$ cat src/rtl/cds_pkg.sv
package cds_pkg;

  localparam int CDS_DLY_W = 4;

  typedef enum logic [1:0] {
    ST_IDLE  = 2'd0,
    ST_COUNT = 2'd1,
    ST_FIRED = 2'd2,
    ST_SPENT = 2'd3
  } cds_state_e;

  typedef struct packed {
    logic                 cmp_en;
    logic                 wake_sel;
    logic                 filt_off;
    logic                 cycle_mode;
    logic [CDS_DLY_W-1:0] delay;
  } cds_ctl_t;

  // True when the running count has reached the programmed delay
  function automatic logic count_done(input logic [CDS_DLY_W-1:0] cnt,
                                      input logic [CDS_DLY_W-1:0] lim);
    return cnt == lim;
  endfunction

  // Clock edges from first high sample of the raw input to the event
  function automatic int fire_latency(input int dly, input int sync_stages);
    return dly + sync_stages + 1;
  endfunction

endpackage

$ cat src/rtl/cds_sync.sv
module cds_sync #(
  parameter int STAGES = 2
) (
  input  logic clk,
  input  logic rst_n,
  input  logic din,
  output logic dout
);
  logic [STAGES-1:0] chain;

  generate
    for (genvar g = 0; g < STAGES; g++) begin : g_stage
      if (g == 0) begin : g_first
        always_ff @(posedge clk or negedge rst_n)
          if (!rst_n) chain[g] <= 1'b0;
          else        chain[g] <= din;
      end else begin : g_next
        always_ff @(posedge clk or negedge rst_n)
          if (!rst_n) chain[g] <= 1'b0;
          else        chain[g] <= chain[g-1];
      end
    end
  endgenerate

  assign dout = chain[STAGES-1];
endmodule

$ cat src/rtl/cds_qualifier.sv
module cds_qualifier
  import cds_pkg::*;
#(
  parameter int DLY_W = CDS_DLY_W
) (
  input  logic             clk,
  input  logic             rst_n,
  input  logic             cmp_q,
  input  logic             filt_off,
  input  logic             cycle_mode,
  input  logic [DLY_W-1:0] delay,
  input  logic             pwm_cycle_end,
  output logic             shut,
  output logic             kill,
  output logic             spent
);
  cds_state_e       state, state_nx;
  logic [DLY_W-1:0] cnt, cnt_nx;
  logic             cmp_d, cmp_rise, shut_d;

  assign cmp_rise = cmp_q & ~cmp_d;

  always_comb begin
    state_nx = state;
    cnt_nx   = cnt;
    if (filt_off) begin
      state_nx = ST_IDLE;
      cnt_nx   = '0;
    end else begin
      unique case (state)
        ST_IDLE:
          if (cmp_rise) begin
            if (count_done('0, delay)) state_nx = ST_FIRED;
            else begin
              state_nx = ST_COUNT;
              cnt_nx   = DLY_W'(1);
            end
          end
        ST_COUNT:
          if (!cmp_q)                        state_nx = ST_IDLE;
          else if (count_done(cnt, delay))   state_nx = ST_FIRED;
          else                               cnt_nx   = cnt + DLY_W'(1);
        ST_FIRED:
          if (!cmp_q)                          state_nx = ST_IDLE;
          else if (cycle_mode && pwm_cycle_end) state_nx = ST_SPENT;
        ST_SPENT:
          if (!cmp_q) state_nx = ST_IDLE;
        default: state_nx = ST_IDLE;
      endcase
    end
  end

  always_ff @(posedge clk or negedge rst_n) begin
    if (!rst_n) begin
      state  <= ST_IDLE;
      cnt    <= '0;
      cmp_d  <= 1'b0;
      shut_d <= 1'b0;
    end else begin
      state  <= state_nx;
      cnt    <= cnt_nx;
      cmp_d  <= cmp_q;
      shut_d <= shut;
    end
  end

  assign shut  = (state == ST_FIRED);
  assign spent = (state == ST_SPENT);
  assign kill  = shut & ~shut_d & ~cycle_mode & ~filt_off;

  // filter disabled means no event on the following cycle
  p_filter_off_quiet_r3: assert property (@(posedge clk) disable iff (!rst_n)
    filt_off |=> !shut);
  // a low qualified comparator clears the event by the next cycle
  p_low_clears_r6: assert property (@(posedge clk) disable iff (!rst_n)
    !cmp_q |=> !shut);
  // an event only starts while the comparator was high
  p_fire_needs_high_r4: assert property (@(posedge clk) disable iff (!rst_n)
    $rose(shut) |-> $past(cmp_q));
  // disable pulse is a single clock
  p_kill_single_r7: assert property (@(posedge clk) disable iff (!rst_n)
    kill |=> !kill);
  // end of PWM period releases a blank-mode event
  p_release_on_end_r8: assert property (@(posedge clk) disable iff (!rst_n)
    (shut && cycle_mode && pwm_cycle_end && !filt_off) |=> !shut);
  // no refire while waiting for a fresh rising edge
  p_no_refire_r8: assert property (@(posedge clk) disable iff (!rst_n)
    spent |=> !shut);
endmodule

$ cat src/rtl/cmp_glitch_shutdown.sv
module cmp_glitch_shutdown
  import cds_pkg::*;
#(
  parameter int SYNC_STAGES = 2,
  parameter int CTL_W       = 8
) (
  input  logic             clk,
  input  logic             rst_n,
  input  logic             cmp_raw,
  input  logic             cfg_wr,
  input  logic [CTL_W-1:0] cfg_wdata,
  output logic [CTL_W-1:0] cfg_rdata,
  input  logic             pwm_cycle_end,
  input  logic             ext_wake6,
  output logic             shut_evt,
  output logic             tmr_kill,
  output logic             hs_rest,
  output logic             wake6_src
);
  localparam int DLY_W = CDS_DLY_W;

  cds_ctl_t ctl;
  logic     cmp_sync, cmp_q, spent;

  always_ff @(posedge clk or negedge rst_n) begin
    if (!rst_n)      ctl <= '0;
    else if (cfg_wr) ctl <= cds_ctl_t'(cfg_wdata);
  end

  assign cfg_rdata = CTL_W'(ctl);

  cds_sync #(.STAGES(SYNC_STAGES)) u_sync (
    .clk   (clk),
    .rst_n (rst_n),
    .din   (cmp_raw),
    .dout  (cmp_sync)
  );

  assign cmp_q = cmp_sync & ctl.cmp_en;

  cds_qualifier #(.DLY_W(DLY_W)) u_qual (
    .clk           (clk),
    .rst_n         (rst_n),
    .cmp_q         (cmp_q),
    .filt_off      (ctl.filt_off),
    .cycle_mode    (ctl.cycle_mode),
    .delay         (ctl.delay),
    .pwm_cycle_end (pwm_cycle_end),
    .shut          (shut_evt),
    .kill          (tmr_kill),
    .spent         (spent)
  );

  assign hs_rest   = shut_evt & ctl.cycle_mode;
  assign wake6_src = ctl.wake_sel ? shut_evt : ext_wake6;

  // a write shows on readback one edge later
  p_readback_r1: assert property (@(posedge clk) disable iff (!rst_n)
    cfg_wr |=> cfg_rdata == $past(cfg_wdata));
  // blank mode never pulses the timer disable
  p_no_kill_blank_r9: assert property (@(posedge clk) disable iff (!rst_n)
    (ctl.cycle_mode && $past(ctl.cycle_mode)) |-> !tmr_kill);
  // comparator path off keeps the event low one cycle later
  p_cmp_off_quiet_r2: assert property (@(posedge clk) disable iff (!rst_n)
    (!ctl.cmp_en && $past(!ctl.cmp_en)) |-> !shut_evt);
endmodule

$ cat config.mk
export PLATFORM = sky130hd
export DESIGN_NAME = cmp_glitch_shutdown
export DESIGN_NICKNAME = d
export VERILOG_FILES = /design/src/rtl/cds_pkg.sv /design/src/rtl/cds_sync.sv /design/src/rtl/cds_qualifier.sv /design/src/rtl/cmp_glitch_shutdown.sv
export SDC_FILE = /design/constraint.sdc
export NUM_CORES = 1
export LEC_CHECK = 0
export ABC_AREA = 0
export ABC_CLOCK_PERIOD_IN_PS = 2200
export BUFFER_PORTS_ARGS = -buffer_cell sky130_fd_sc_hd__buf_2
export CAP_MARGIN = 25
export CORE_MARGIN = 2
export CORE_UTILIZATION = 45
export CTS_CLUSTER_DIAMETER = 40
export DETAILED_ROUTE_END_ITERATION = 12
export PLACE_DENSITY = 0.76
export SETUP_SLACK_MARGIN = 0.2
export SKIP_LAST_GASP = 1
export SYNTH_ARGS = -nofsm -noshare
export SYNTH_HDL_FRONTEND = slang
export SYNTH_SLANG_ARGS = --single-unit
$ cat constraint.sdc
create_clock -name clk -period 2.2 [get_ports clk]
set_clock_uncertainty 0.05 [all_clocks]
set_input_delay 0.33 -clock clk [delete_from_list [all_inputs] [get_ports clk]]
set_output_delay 0.33 -clock clk [all_outputs]
set_load 0.005 [all_outputs]
==> qor.txt <==
Pre-antenna DRT Iters: 4
FF/Latch Area: 450 µm²
f_max: 535 MHz
vias in the first global route: 708
Design Power: 745 µW
largest net degree at the start of global routing: 19
Rows: 16
Worst Max-Slew Pin Slew: 422 ps
Hold WC Path Type: in2reg
TritonCTS Buffers: 3
max_cap viols: 0
diodes inserted: 0
Yosys reg bits: 18
GP Congestion: 0.782
Mean Syn Cell Area: 10.9 µm²
worst-case reg-to-reg path depth: 5
CP Data Required Time: 2340 ps
longest individual stage delay on the worst path: 470 ps
post-synth top area cell: dfrtp_1
top-area cell type share of the netlist area: 47.6%
Slowest-stage cell, CP: nor4_4
Tcrit/Tclk final: 85.0%
Worst-Skew Late Latency: 290 ps
Worst-path clk slew: 110 ps
Worst Setup End Kind: flip-flop
Hold Path Stages: 1
routed wire length: 1.77 mm
Port Buf Inserts: 25
root buffer cell: clkbuf_4
WL per Instance: 12.7 µm
via count: 743
grt met1 use: 20.7%
initial antenna violation count: 0
H-tree Lvls: 1
filler cell count: 160
clk sinks: 18
Post-Syn Nets: 102
Hold Fails Final Rpt: 0
grt peak-use layer: met2
RSZ-0062 raised after global routing: no
grt met3 use: 2.42%
Initial DRC Count: 13
Setup TNS Final: 0 ps
critical path peak fanout: 8
Ys Warns: 0
deepest clock path buffer count: 2
synthesized cell area: 946 µm²
first-pass GRT wire length: 3.15 mm
EDFF count, synth: 0
Synth Flop Type: dfrtp_1
ratio of cells with drive above 1 in the final layout: 39.3%
Die Wd: 49.8 µm
Post-synth ARST share: 100%
CORE AREA: 0.00198 mm²
crit path kind: reg2reg
multi-input combinational cell area: 464 µm²
M2 GR Usage: 28.7%
DRT antenna net count: 0
Post-Synthesis Cells: 87
worst rel slew slack: 71.6%
Die Area: 0.00248 mm²
maximum VDD drop: 0.531 mV
sequential share of the synthesized area: 47.6%
setup violators final: 0
total gr overflow: 0
initial core utilization: 47.7%
dpl hpwl: 1.33 mm
ranking of synthesized cells by area: dfrtp_1 (48%), mux2_2 (11%), xor2_1 (3.7%), nor2b_1 (3.3%), nor2_1 (2.8%)
outcome: complete, no violations
WP data arrival: 2010 ps
startpoint types: flip-flop
CTS tree: built
CP cell instances: xor2_1, nor4_4, nor2_1, and4b_1, a211o_1
DR vias/cell: 5.35
io pins: 26
final slew viol count: 0
Distinct cells, synth: 35
GRT Util Overall: 16.6%
Die H: 49.8 µm
area grow syn2layout: 20.0%
Leak: 0.000555 µW
Final min period: 1870 ps
nets@finish: 128
DRC Markers: 0
Pwr Density: 656 mW/mm²
## final timing paths
kind / start / endpoint / slack [ps]
max in group asynchronous: rst_n / cfg_rdata[0]$_DFFE_PN0P_ / 1380
max reg2reg: u_qual.cnt[1]$_DFFE_PN0P_ / u_qual.cnt[1]$_DFFE_PN0P_ / 330
min reg2reg: u_sync.chain[0]$_DFF_PN0_ / u_sync.dout$_DFF_PN0_ / 310
max: u_qual.cnt[1]$_DFFE_PN0P_ / u_qual.cnt[1]$_DFFE_PN0P_ / 330
min: cmp_raw / u_sync.chain[0]$_DFF_PN0_ / 90
min in group asynchronous: rst_n / u_qual.cmp_d$_DFF_PN0_ / 440
## layer usage
metal | wire length (µm) | vias up
met5 | 0 | -
met4 | 5 | 0
met3 | 81 | 2
met2 | 905 | 20
met1 | 778 | 359
li1 | - | 362
## state kept, by name (all words and copies together), names as in the netlist
| name | count |
|---|---|
| u_sync.dout | 1 |
| u_qual.state | 2 |
| cfg_rdata | 8 |
| u_qual.cnt | 4 |
| u_sync.chain | 1 |
| u_qual.cmp_d | 1 |
| u_qual.shut_d | 1 |
## worst max-delay path: cells and delay by family (launching register included)
family | cells | cell delay [ps]
flip-flops | 1 | 460
XOR/XNOR | 1 | 190
AO/OA/AOI/OAI | 1 | 270
AND/OR/NAND/NOR | 3 | 800
## cells by family after synthesis
family | share of synthesized area (%)
flops | 47.6
mux | 10.7
buf+inv | 4.10
fa+ha+maj | 1.32
compound gates | 11.2
simple gates | 21.3
xor+xnor | 3.70
## Yosys cell counts, types with 2 or more instances
cell      instances
a21oi_1           2
dfrtp_1          18
nand3_1           2
nand2_1           5
nor4b_1           2
clkbuf_1          3
nor2b_1           5
buf_4             2
mux2_2            9
o21ai_0           2
nor3_1            2
nor2_1            7
a22o_1            2
o41ai_1           2
xor2_1            4
## where the power goes
group	switching, µW	internal [µW]	total, µW
clock	106	101	207
combinational	72.9	70.2	143
sequential	37.1	358	395
## layout by cell type (no fill, tap or decap), drive strengths merged, types with 2 or more instances in the layout
| master | netlist | final |
|---|---|---|
| a21oi | 2 | 2 |
| a22o | 2 | 2 |
| buf | 3 | 26 |
| clkbuf | 3 | 4 |
| dfrtp | 18 | 18 |
| mux2 | 9 | 9 |
| nand2 | 5 | 5 |
| nand3 | 2 | 2 |
| nor2 | 8 | 8 |
| nor2b | 5 | 5 |
| nor3 | 3 | 3 |
| nor4 | 2 | 2 |
| nor4b | 2 | 2 |
| o21ai | 2 | 2 |
| o41ai | 2 | 2 |
| xor2 | 4 | 4 |
## stage by stage
| step | setup WS [ps] | hold slack, ps | cell area (µm²) | instances | util, % |
|---|---|---|---|---|---|
| finish | 329 | 91.3 | 1130 | 139 | 57.3 |
| global route | 233 | 63.5 | 1130 | 139 | 57.3 |
| CTS | 267 | 83.9 | 1130 | 139 | 56.9 |
| detailed placement | 351 | 227 | 1080 | 134 | 54.5 |
| global placement | 431 | 225 | 1080 | 134 | 54.5 |
| floorplan | 491 | -15.6 | 946 | 87 | - |
## final cells by class
class,count,area share (%)
Clock buffer,4,3.20
Sequential cell,18,39.7
Timing Repair Buffer,27,12.6
Multi-Input combinational cell,61,40.9
Inverter,2,0.662
Tap cell,27,2.98
## what timing repair did
action	4_1_cts	5_1_grt
setup endpoints to repair	0	1
hold buffers	1	0
gates resized for setup	0	2
setup buffers	0	0
hold endpoints to repair	18	0
(Power assumes the default switching activity.)
